===== config.mk =====
export PLATFORM = sky130hd
export DESIGN_NAME = apb_i2c_front
export DESIGN_NICKNAME = d
export VERILOG_FILES = /design/src/rtl/i2cfe_pkg.sv /design/src/rtl/i2cfe_fifo.sv /design/src/rtl/i2cfe_regs.sv /design/src/rtl/i2cfe_status.sv /design/src/rtl/apb_i2c_front.sv
export SDC_FILE = /design/constraint.sdc
export NUM_CORES = 1
export LEC_CHECK = 0
export BUFFER_PORTS_ARGS = -buffer_cell sky130_fd_sc_hd__buf_2
export CORE_MARGIN = 2
export CORE_UTILIZATION = 64
export DETAILED_ROUTE_END_ITERATION = 8
export PLACE_DENSITY = 0.84
export SYNTH_ARGS = -nofsm -noshare
export SYNTH_HDL_FRONTEND = slang
export SYNTH_SLANG_ARGS = --single-unit

===== constraint.sdc =====
create_clock -name clk -period 9.2 [get_ports clk]
set_clock_uncertainty 0.15 [all_clocks]
set_input_delay 0.46 -clock clk [delete_from_list [all_inputs] [get_ports clk]]
set_output_delay 0.46 -clock clk [all_outputs]
set_load 0.02 [all_outputs]

===== src/rtl/i2cfe_pkg.sv =====
package i2cfe_pkg;

    localparam int DATA_W = 32;
    localparam int STAT_W = 5;

    // word index (paddr[4:2]) of each register
    localparam logic [2:0] IDX_CTRL   = 3'd0;
    localparam logic [2:0] IDX_IEN    = 3'd1;
    localparam logic [2:0] IDX_PRESC  = 3'd2;
    localparam logic [2:0] IDX_CMD    = 3'd3;
    localparam logic [2:0] IDX_RDDATA = 3'd4;
    localparam logic [2:0] IDX_STATUS = 3'd5;

    typedef enum logic [2:0] {
        SEL_CTRL,
        SEL_IEN,
        SEL_PRESC,
        SEL_CMD,
        SEL_RDDATA,
        SEL_STATUS,
        SEL_NONE
    } reg_sel_e;

    // control register, bit 7 is the engine enable
    typedef struct packed {
        logic       enable;
        logic       clk_sel;
        logic       div_en;
        logic [4:0] div_low;
    } ctrl_t;

    // status register, bit 0 first from the right
    typedef struct packed {
        logic bus_err;
        logic rd_ufl;
        logic cmd_ovf;
        logic cmd_full;
        logic rd_ready;
    } status_t;

    function automatic reg_sel_e decode_idx(input logic [2:0] idx);
        case (idx)
            IDX_CTRL:   return SEL_CTRL;
            IDX_IEN:    return SEL_IEN;
            IDX_PRESC:  return SEL_PRESC;
            IDX_CMD:    return SEL_CMD;
            IDX_RDDATA: return SEL_RDDATA;
            IDX_STATUS: return SEL_STATUS;
            default:    return SEL_NONE;
        endcase
    endfunction

endpackage


===== src/rtl/i2cfe_fifo.sv =====
module i2cfe_fifo #(
    parameter int W     = 8,
    parameter int DEPTH = 32
) (
    input  logic         clk,
    input  logic         rst,
    input  logic         push,
    input  logic [W-1:0] push_data,
    input  logic         pop,
    output logic [W-1:0] head,
    output logic         empty,
    output logic         full
);
    localparam int AW = (DEPTH > 1) ? $clog2(DEPTH) : 1;
    localparam int CW = $clog2(DEPTH + 1);
    localparam logic [AW-1:0] LAST = AW'(DEPTH - 1);
    localparam logic [CW-1:0] CMAX = CW'(DEPTH);

    logic [W-1:0]  mem [DEPTH];
    logic [AW-1:0] wr_ptr, rd_ptr;
    logic [CW-1:0] count;

    assign empty = (count == '0);
    assign full  = (count == CMAX);
    assign head  = mem[rd_ptr];

    always_ff @(posedge clk) begin
        if (rst) begin
            wr_ptr <= '0;
            rd_ptr <= '0;
            count  <= '0;
        end else begin
            if (push) begin
                mem[wr_ptr] <= push_data;
                wr_ptr      <= (wr_ptr == LAST) ? '0 : wr_ptr + 1'b1;
            end
            if (pop) begin
                rd_ptr <= (rd_ptr == LAST) ? '0 : rd_ptr + 1'b1;
            end
            case ({push, pop})
                2'b10:   count <= count + 1'b1;
                2'b01:   count <= count - 1'b1;
                default: count <= count;
            endcase
        end
    end

    // the callers must drop pushes into a full queue
    p_push_not_full_r4: assert property (@(posedge clk) disable iff (rst)
        push |-> !full);
    p_pop_not_empty_r10: assert property (@(posedge clk) disable iff (rst)
        pop |-> !empty);
    p_count_bound_r10: assert property (@(posedge clk) disable iff (rst)
        count <= CMAX);

endmodule


===== src/rtl/i2cfe_regs.sv =====
module i2cfe_regs
    import i2cfe_pkg::*;
#(
    parameter int PS_W  = 8,
    parameter int REG_W = 8
) (
    input  logic             clk,
    input  logic             rst,
    input  logic             wr_ctrl,
    input  logic             wr_ien,
    input  logic             wr_presc,
    input  logic [REG_W-1:0] wdata,
    output ctrl_t            ctrl,
    output logic [STAT_W-1:0] ien,
    output logic [PS_W-1:0]  presc
);
    always_ff @(posedge clk) begin
        if (rst) begin
            ctrl  <= '0;
            ien   <= '0;
            presc <= '0;
        end else begin
            if (wr_ctrl)  ctrl  <= ctrl_t'(wdata[7:0]);
            if (wr_ien)   ien   <= wdata[STAT_W-1:0];
            if (wr_presc) presc <= wdata[PS_W-1:0];
        end
    end

    p_ctrl_hold_r2: assert property (@(posedge clk) disable iff (rst)
        !wr_ctrl |=> $stable(ctrl));

endmodule


===== src/rtl/i2cfe_status.sv =====
module i2cfe_status
    import i2cfe_pkg::*;
(
    input  logic              clk,
    input  logic              rst,
    input  logic              set_ovf,
    input  logic              set_ufl,
    input  logic              clr_ufl,
    input  logic              set_bus,
    input  logic              clr_rd,
    input  logic              rd_ready,
    input  logic              cmd_full,
    input  logic [STAT_W-1:0] ien,
    output status_t           stat,
    output logic              irq
);
    logic ovf_q, ufl_q, bus_q;

    assign stat = '{bus_err: bus_q, rd_ufl: ufl_q, cmd_ovf: ovf_q,
                    cmd_full: cmd_full, rd_ready: rd_ready};

    always_ff @(posedge clk) begin
        if (rst) begin
            ovf_q <= 1'b0;
            ufl_q <= 1'b0;
            bus_q <= 1'b0;
            irq   <= 1'b0;
        end else begin
            ovf_q <= set_ovf | (ovf_q & ~clr_rd);
            ufl_q <= set_ufl | (ufl_q & ~clr_rd & ~clr_ufl);
            bus_q <= set_bus | (bus_q & ~clr_rd);
            irq   <= clr_rd ? 1'b0 : (irq | (|(stat & ien)));
        end
    end

    p_irq_clear_r8: assert property (@(posedge clk) disable iff (rst)
        clr_rd |=> !irq);
    p_bus_set_r5: assert property (@(posedge clk) disable iff (rst)
        set_bus |=> stat.bus_err);
    p_ovf_clear_r6: assert property (@(posedge clk) disable iff (rst)
        (clr_rd && !set_ovf) |=> !stat.cmd_ovf);
    p_ovf_sticky_r6: assert property (@(posedge clk) disable iff (rst)
        (stat.cmd_ovf && !clr_rd) |=> stat.cmd_ovf);

endmodule


===== src/rtl/apb_i2c_front.sv =====
module apb_i2c_front
    import i2cfe_pkg::*;
#(
    parameter int ADDR_W    = 5,
    parameter int CMD_W     = 8,
    parameter int CMD_DEPTH = 32,
    parameter int RD_DEPTH  = 8,
    parameter int PS_W      = 8
) (
    input  logic              clk,
    input  logic              rst,
    input  logic              psel,
    input  logic              penable,
    input  logic              pwrite,
    input  logic [ADDR_W-1:0] paddr,
    input  logic [31:0]       pwdata,
    output logic [31:0]       prdata,
    output logic              pready,
    output logic              pslverr,
    output logic              eng_cmd_valid,
    input  logic              eng_cmd_ready,
    output logic [CMD_W-1:0]  eng_cmd_data,
    input  logic              eng_rd_valid,
    input  logic [7:0]        eng_rd_data,
    input  logic              eng_bus_err,
    output logic              cfg_enable,
    output logic              cfg_clk_sel,
    output logic              cfg_div_en,
    output logic [4:0]        cfg_div_low,
    output logic [PS_W-1:0]   cfg_prescale,
    output logic              irq
);
    localparam int REG_W = (PS_W > 8) ? PS_W : 8;

    reg_sel_e          sel;
    logic              acc, wr_acc, rd_acc;
    ctrl_t             ctrl;
    logic [STAT_W-1:0] ien;
    status_t           stat;
    logic              cmd_empty, cmd_full, cmd_push, cmd_pop, cmd_wr;
    logic              rd_empty, rd_full, rd_push, rd_pop, rd_req;
    logic [7:0]        rd_head;
    logic              unused_bits;

    assign unused_bits = ^{paddr, pwdata};

    assign sel    = decode_idx(paddr[4:2]);
    assign acc    = psel & penable;
    assign wr_acc = acc & pwrite;
    assign rd_acc = acc & ~pwrite;

    assign pready  = 1'b1;
    assign pslverr = 1'b0;

    i2cfe_regs #(.PS_W(PS_W), .REG_W(REG_W)) u_regs (
        .clk      (clk),
        .rst      (rst),
        .wr_ctrl  (wr_acc && sel == SEL_CTRL),
        .wr_ien   (wr_acc && sel == SEL_IEN),
        .wr_presc (wr_acc && sel == SEL_PRESC),
        .wdata    (pwdata[REG_W-1:0]),
        .ctrl     (ctrl),
        .ien      (ien),
        .presc    (cfg_prescale)
    );

    assign cfg_enable  = ctrl.enable;
    assign cfg_clk_sel = ctrl.clk_sel;
    assign cfg_div_en  = ctrl.div_en;
    assign cfg_div_low = ctrl.div_low;

    // command queue: processor pushes, engine pops
    assign cmd_wr        = wr_acc && sel == SEL_CMD;
    assign cmd_push      = cmd_wr & ~cmd_full;
    assign eng_cmd_valid = ctrl.enable & ~cmd_empty;
    assign cmd_pop       = eng_cmd_valid & eng_cmd_ready;

    i2cfe_fifo #(.W(CMD_W), .DEPTH(CMD_DEPTH)) u_cmd_q (
        .clk       (clk),
        .rst       (rst),
        .push      (cmd_push),
        .push_data (pwdata[CMD_W-1:0]),
        .pop       (cmd_pop),
        .head      (eng_cmd_data),
        .empty     (cmd_empty),
        .full      (cmd_full)
    );

    // read-data queue: engine pushes, processor pops
    assign rd_req  = rd_acc && sel == SEL_RDDATA;
    assign rd_push = eng_rd_valid & ~rd_full;
    assign rd_pop  = rd_req & ~rd_empty;

    i2cfe_fifo #(.W(8), .DEPTH(RD_DEPTH)) u_rd_q (
        .clk       (clk),
        .rst       (rst),
        .push      (rd_push),
        .push_data (eng_rd_data),
        .pop       (rd_pop),
        .head      (rd_head),
        .empty     (rd_empty),
        .full      (rd_full)
    );

    i2cfe_status u_status (
        .clk      (clk),
        .rst      (rst),
        .set_ovf  (cmd_wr & cmd_full),
        .set_ufl  (rd_req & rd_empty),
        .clr_ufl  (rd_pop),
        .set_bus  (eng_bus_err),
        .clr_rd   (rd_acc && sel == SEL_STATUS),
        .rd_ready (~rd_empty),
        .cmd_full (cmd_full),
        .ien      (ien),
        .stat     (stat),
        .irq      (irq)
    );

    always_comb begin
        prdata = '0;
        if (rd_acc) begin
            case (sel)
                SEL_CTRL:   prdata[7:0]        = ctrl;
                SEL_IEN:    prdata[STAT_W-1:0] = ien;
                SEL_PRESC:  prdata[PS_W-1:0]   = cfg_prescale;
                SEL_RDDATA: prdata[7:0]        = rd_empty ? 8'h00 : rd_head;
                SEL_STATUS: prdata[STAT_W-1:0] = stat;
                default:    prdata             = '0;
            endcase
        end
    end

    // a stalled head command stays put unless the enable is rewritten
    p_cmd_hold_r3: assert property (@(posedge clk) disable iff (rst)
        (eng_cmd_valid && !eng_cmd_ready && !(wr_acc && sel == SEL_CTRL))
        |=> (eng_cmd_valid && $stable(eng_cmd_data)));
    // reading an empty read-data queue records underflow
    p_ufl_on_empty_r7: assert property (@(posedge clk) disable iff (rst)
        (rd_req && rd_empty) |=> stat.rd_ufl);
    // a write into a full command queue records overflow
    p_ovf_on_full_r4: assert property (@(posedge clk) disable iff (rst)
        (cmd_wr && cmd_full) |=> stat.cmd_ovf);

endmodule


# == Yosys cells after proc, flatten, opt, wreduce, memory -nomap -nowiden ==
# Memories as Yosys holds them, arrays and structs flattened. A register that Yosys moved wholly into a read port is not among the register bits.
# Index checks and enable logic that the tools add are counted.
# totals
ff_bits,51
latchBits,0
mem_bits_rw,320
mem_bits_ro,0
output_inout_bits,60
elab_cells,107
mem_count,2
# memory_table
name,words,word_bits,rd,rd_ports_with_merged_regs,wr,line_no,source
u_cmd_q.mem,32,8,1,1,1,i2cfe_fifo.sv:19,logic [W-1:0] mem [DEPTH];
u_rd_q.mem,8,8,1,1,1,i2cfe_fifo.sv:19,
# classes
add_sub_neg,8
mul,0
n_div,0
n_lt_le_gt_ge,0
n_eq_ne,20
n_shift,0
n_mux,21
bitwise_logic,26
n_reduce_logical,14
# op_table
cell,count
5-bit one-hot mux with 5 select lines,1
5-bit two-way mux,4
"3-bit == test, second input constant",6
3-bit one-hot mux with 6 select lines,1
8-bit two-way mux,2
1-bit AND,14
"3-bit by 2-bit == test with 1-bit output, second input constant",4
3-bit two-way mux,4
6-bit one-hot mux with 2 select lines,1
"5-bit by 1-bit adder with 5-bit output, second input constant",2
"5-bit == test, second input constant",2
3-bit one-hot mux with 3 select lines,1
4-bit one-hot mux with 2 select lines,1
1-bit NOT,7
"3-bit by 1-bit adder with 3-bit output, second input constant",2
"6-bit by 1-bit adder with 6-bit output, second input constant",1
"3-bit by 1-bit == test with 1-bit output, second input constant",2
"6-bit == test, second input constant",1
1-bit logical AND,6
3-bit logical NOT,2
6-bit logical NOT,1
1-bit two-way mux,6
"6-bit by 1-bit subtractor with 6-bit output, second input constant",1
5-bit AND,1
10 further kinds,16

# == Depth between registers and ports, before layout ==
# depth
ltp_word,8
mapped_depth,13
ltp_nobuf,10

# == By module ==
# A second synthesis with hierarchy kept.
# unflattened
hier_cells,978
area_unflattened_um2,15851.5
# by_module_without_submodules
module,instances,cells_each,area_per_inst_um2,seq_area_each_um2
i2cfe_fifo (u_cmd_q),1,632,11130.7,8107.8
i2cfe_fifo (u_rd_q),1,169,3140.5,2182.1
i2cfe_regs,1,68,749.5,420.4
apb_i2c_front,1,87,636.9,0.0
i2cfe_status,1,22,193.9,80.1

# == Worst setup path after synthesis ==
# No wires, ideal clock.
# synth_timing
path_kind,input to register
start,input paddr[4]
end,register u_cmd_q.count[4]
setup_ns,0.121
arrival_ns,2.895
required_time_ns,8.929
setup_slack_ns,6.035
stages,13
n_path_buf,3
cell_sequence,buf_2 -> and4b_1 -> and3_1 -> buf_2 -> nand2_1 -> ha_1 -> clkbuf_1 -> xor2_1 -> ha_1 -> a21oi_1 -> a32oi_1 -> a31oi_1 -> mux2_2
# synth_between
elab_chain_cells,7
word_cells_on_any_way,14
cone_classes,eq/ne: 8; mux: 2; bitwise: 1; reduce/logical: 3
# synth_lines
item,line_no,source
from (decl),apb_i2c_front.sv:15,"input logic [ADDR_W-1:0] paddr,"
"3-bit == test, or another cell as far along",i2cfe_pkg.sv:42,case (idx)
3-bit one-hot mux with 6 select lines *,i2cfe_pkg.sv:42,
3-bit by 2-bit == test with 1-bit output *,apb_i2c_front.sv:73,assign cmd_wr = wr_acc && sel == SEL_CMD;
1-bit logical AND *,apb_i2c_front.sv:73,
1-bit AND *,apb_i2c_front.sv:74,assign cmd_push = cmd_wr & ~cmd_full;
2-bit by 1-bit == test with 1-bit output or 2-bit == test (tied branches),i2cfe_fifo.sv:40,"case ({push, pop})"
6-bit one-hot mux with 2 select lines or 2-bit nonzero test (tied branches),n/a,
to (signal assigned),i2cfe_fifo.sv:41,2'b10: count <= count + 1'b1;
to (signal assigned),i2cfe_fifo.sv:42,2'b01: count <= count - 1'b1;
to (signal assigned),i2cfe_fifo.sv:43,default: count <= count;
to (decl),i2cfe_fifo.sv:21,logic [CW-1:0] count;
# Mark *: on every way between the ends. The rest lies on a longest branch, timed or not.
# A chain may end at the register's enable or synchronous reset.

==> impl_results.md <==
* Initial Util at 0.653
* Post-synth ARST share at 0
* Hold Slack at 0.0367 ns
* Reg2reg setup slack at 5.71 ns
* Cell row count at 56
* Switching share of power at 0.201
* Final slew viol count at 0
* Setup TNS Final at 0 ns
* Combinational share of power at 0.022
* Reg power frac at 0.547
* R2R Path Start: u_cmd_q.count[2]
* RSZ-0062 raised after global routing: false
* Total Wirelength at 31700 um
* Main synth FF type: edfxtp_1
* Leakage at between 5 and 6 nW
* Commonest non-fill, non-tap cell in the layout: edfxtp_1
* Synth area leaders: edfxtp_1 (62%), mux4_2 (12%), dfxtp_1 (7.7%)
* Worst Reg-to-Reg Cells at 10
* Vias per std cell at 6.39
* Total GRT Usage at 0.257
* Pint at 2.73 mW
* Largest buffer count on any clock path at 3
* Register area share after synthesis at 0.702
* WP data arrival at 3.18 ns
* VDD IR max at approximately 0.17 mV
* Largest net degree at the start of global routing at 65
* Core footprint at 23500 sq um
* Fin crit share at 0.412
* Critical Path, Cell by Cell: buf_4, mux4_2, o22ai_1, nor4_1, buf_2
* # diodes at 0
* Uppermost layer routed: met4
* Yosys reg bits at between 300 and 400
* Gate Count Post-Synth at 893
* Layout net count at 1019
* Placement Setup Slack at 5.72 ns
* Met2 WL at ~16000 um
* Final Setup Violations at 0
* Max_cap viols at 0
* WL/cell at roughly 24 um
* GPL Wtd Cong at between 0.8 and 0.9
* Worst Setup End Kind: output pin
* Final hold vios at 0
* DIE AREA at 25300 sq um
* Share of cells above drive strength 1 at 0.217
* Final setup margin at 5.41 ns
* Die height at 159 um
* I/O pin total at 113
* NetSw at 0.686 mW
* Type of the worst min-delay path: in2reg
* Pwr Density at 201 nW/um^2
* Vias in the first global route at 8472
* TritonCTS sink count at 379
* Resize count post-CTS at 0
* Clk root buf: clkbuf_16
* Worst-Skew Late Latency at 0.53 ns
* Setup CP Type: reg2out
* Post-synthesis cell area at 15400 sq um
* Worst slew pin tran at 1.10 ns
* HPWL Detailed at 19400 um
* Postcts setup bufs at 0
* Clock slew at reported path FFs at 0.06 ns
* Wl on met1 at between 10000 and 15000 um
* F_max at approximately 260 MHz
* Hold Path Depth at 1
* Mean post-synth cell area at 17.2 sq um
* H-tree Lvls at 2
* CP Launch Type: flip-flop
* Worst-path fanout max at 46
* Antenna violations before repair at 0
* CP max stage cell: buf_4
* Initial DRC count at 831
* Area growth syn-to-layout at 10.5%
* Via count at 8286
* CTS tree: done
* First-pass GRT wire length at 49400 um
* Number of synthesized flops with an enable pin at 320
* Leading area contributor after synthesis: edfxtp_1
* Routed wl met3 at 2490 um
* Synth cell types at 54
* Final ANT Viol Nets at 0
* Worst endpoint required time at 8.59 ns
* Input/output buffers at 60
* Slew headroom at 0.267
* Hold Crit Start: eng_rd_data[5]
* Die width at 159 um
* Yosys Warn Count at 0
* Most frequent cells in the layout: edfxtp_1 (320), nor2_1 (89), mux4_2 (80), buf_2 (60), dfxtp_1 (57)
* DRC viols at 0
* Status: finished, final reports clean
* Clk pwr share at 0.430
* Total iterations of the first detailed-routing run at 5
* Post-layout min period at 3.79 ns
* Total grt overflow at 0
* Share of the synthesized area in the top cell type at 0.625
* CP peak stage delay at 0.78 ns
* Number of buffers created by CTS at 38
[worst max-delay path: cells and delay by family, from the launching register on]
| family | cells | cell delay (ns) |
|---|---|---|
| buffers and inverters | 2 | 0.95 |
| multiplexers | 1 | 0.61 |
| flip-flops | 1 | 0.58 |
| AO/OA/AOI/OAI | 1 | 0.37 |
| AND/OR/NAND/NOR | 1 | 0.09 |
[worst paths after layout]
check,to
setup / recovery,eng_cmd_data[6]
setup reg to reg,u_cmd_q.count[4]
hold / removal,u_rd_q.mem[4][5]
hold reg to reg,u_rd_q.wr_ptr[0]
[metal layers]
metal,vias up,GRT usage
met5,-,0
met4,0,0.0653
met3,49,0.0417
met2,436,0.434
met1,4184,0.357
li1,3617,-
[state kept, by name, summed over array words and instances (netlist names), named ones only]
| name | flops |
|---|---|
| u_status.ovf_q | 1 |
| u_regs.ctrl | 8 |
| u_regs.presc | 8 |
| u_regs.ien | 5 |
| u_rd_q.rd_ptr | 3 |
| u_rd_q.wr_ptr | 3 |
| u_cmd_q.rd_ptr | 5 |
| u_status.ufl_q | 1 |
| u_status.bus_q | 1 |
| u_cmd_q.count | 6 |
| u_rd_q.mem | 64 |
| u_cmd_q.mem | 256 |
| u_status.irq | 1 |
| u_rd_q.count | 4 |
| u_cmd_q.wr_ptr | 5 |
[final cells by class]
| type | instances | area, sq um |
|---|---|---|
| clock inverters | 18 | 160 |
| clock buffers | 51 | 1030 |
| flip-flops and latches | 379 | 10800 |
| inverters | 12 | 45.0 |
| well taps | 319 | 399 |
| repair buffers | 66 | 348 |
| multi-input cells | 451 | 4210 |
| fillers | 1399 | 6550 |
[power groups by stage]
| stage | clock (mW) | sequential [mW] | combinational (mW) |
|---|---|---|---|
| after global placement | 0 | 1.91 | 0.0710 |
| after detailed placement | 0 | 1.91 | 0.0753 |
| final | 1.47 | 1.87 | 0.0764 |
| after CTS | 1.49 | 1.87 | 0.0761 |
| after global routing | 1.55 | 1.87 | 0.0836 |
| after floorplan | 0 | 1.91 | 0.0454 |
[kinds of logic (layout without fill, tap and decap cells)]
logic type,after synthesis,after routing,synth area share
and+or+nand+nor,178,178,0.0596
DFF,379,379,0.702
muxes,129,129,0.149
xor gates and xnor gates,6,6,0.00342
buffers and inverters,87,147,0.0303
other,2,26,0.000488
AOI/OAI and AO/OA,94,94,0.0400
adders and majority gates,18,18,0.0151
[through the flow]
stage,cells,cell area [sq um],util,total power [mW]
after floorplan,917,15500,-,1.95
after detailed placement,1226,15800,0.671,1.98
after global routing,1296,17000,0.722,3.51
after CTS,1296,17000,0.722,3.44
final,1296,17000,0.722,3.42
after global placement,1226,15800,0.671,1.98
[Yosys cell counts, types with 3 or more instances]
master     number
edfxtp_1      320
nand4_1         5
mux4_2         80
nor4_1          9
nand2b_1        4
a31oi_1         4
mux2_2          4
mux2i_1        45
a2bb2oi_1       8
a21oi_1        16
nand3_1         8
buf_4          32
nor3_1          6
or3b_2          6
o21ai_0         8
ha_1           17
nor2_1         89
xor2_1          5
a21o_1          3
buf_2          15
nand3b_1        9
and3_1          5
clkbuf_1       16
dfxtp_1        59
buf_1          11
a22oi_1         4
nand2_1        11
inv_1          12
o22ai_1        42
or3_1           8
nor2b_1         4
[what timing repair did]
item,CTS,global route
endpoints found under the setup margin,0,0
hold endpoints to repair,1,0
hold buffers,1,0
Note: power is estimated with default switching activity, not from simulation.
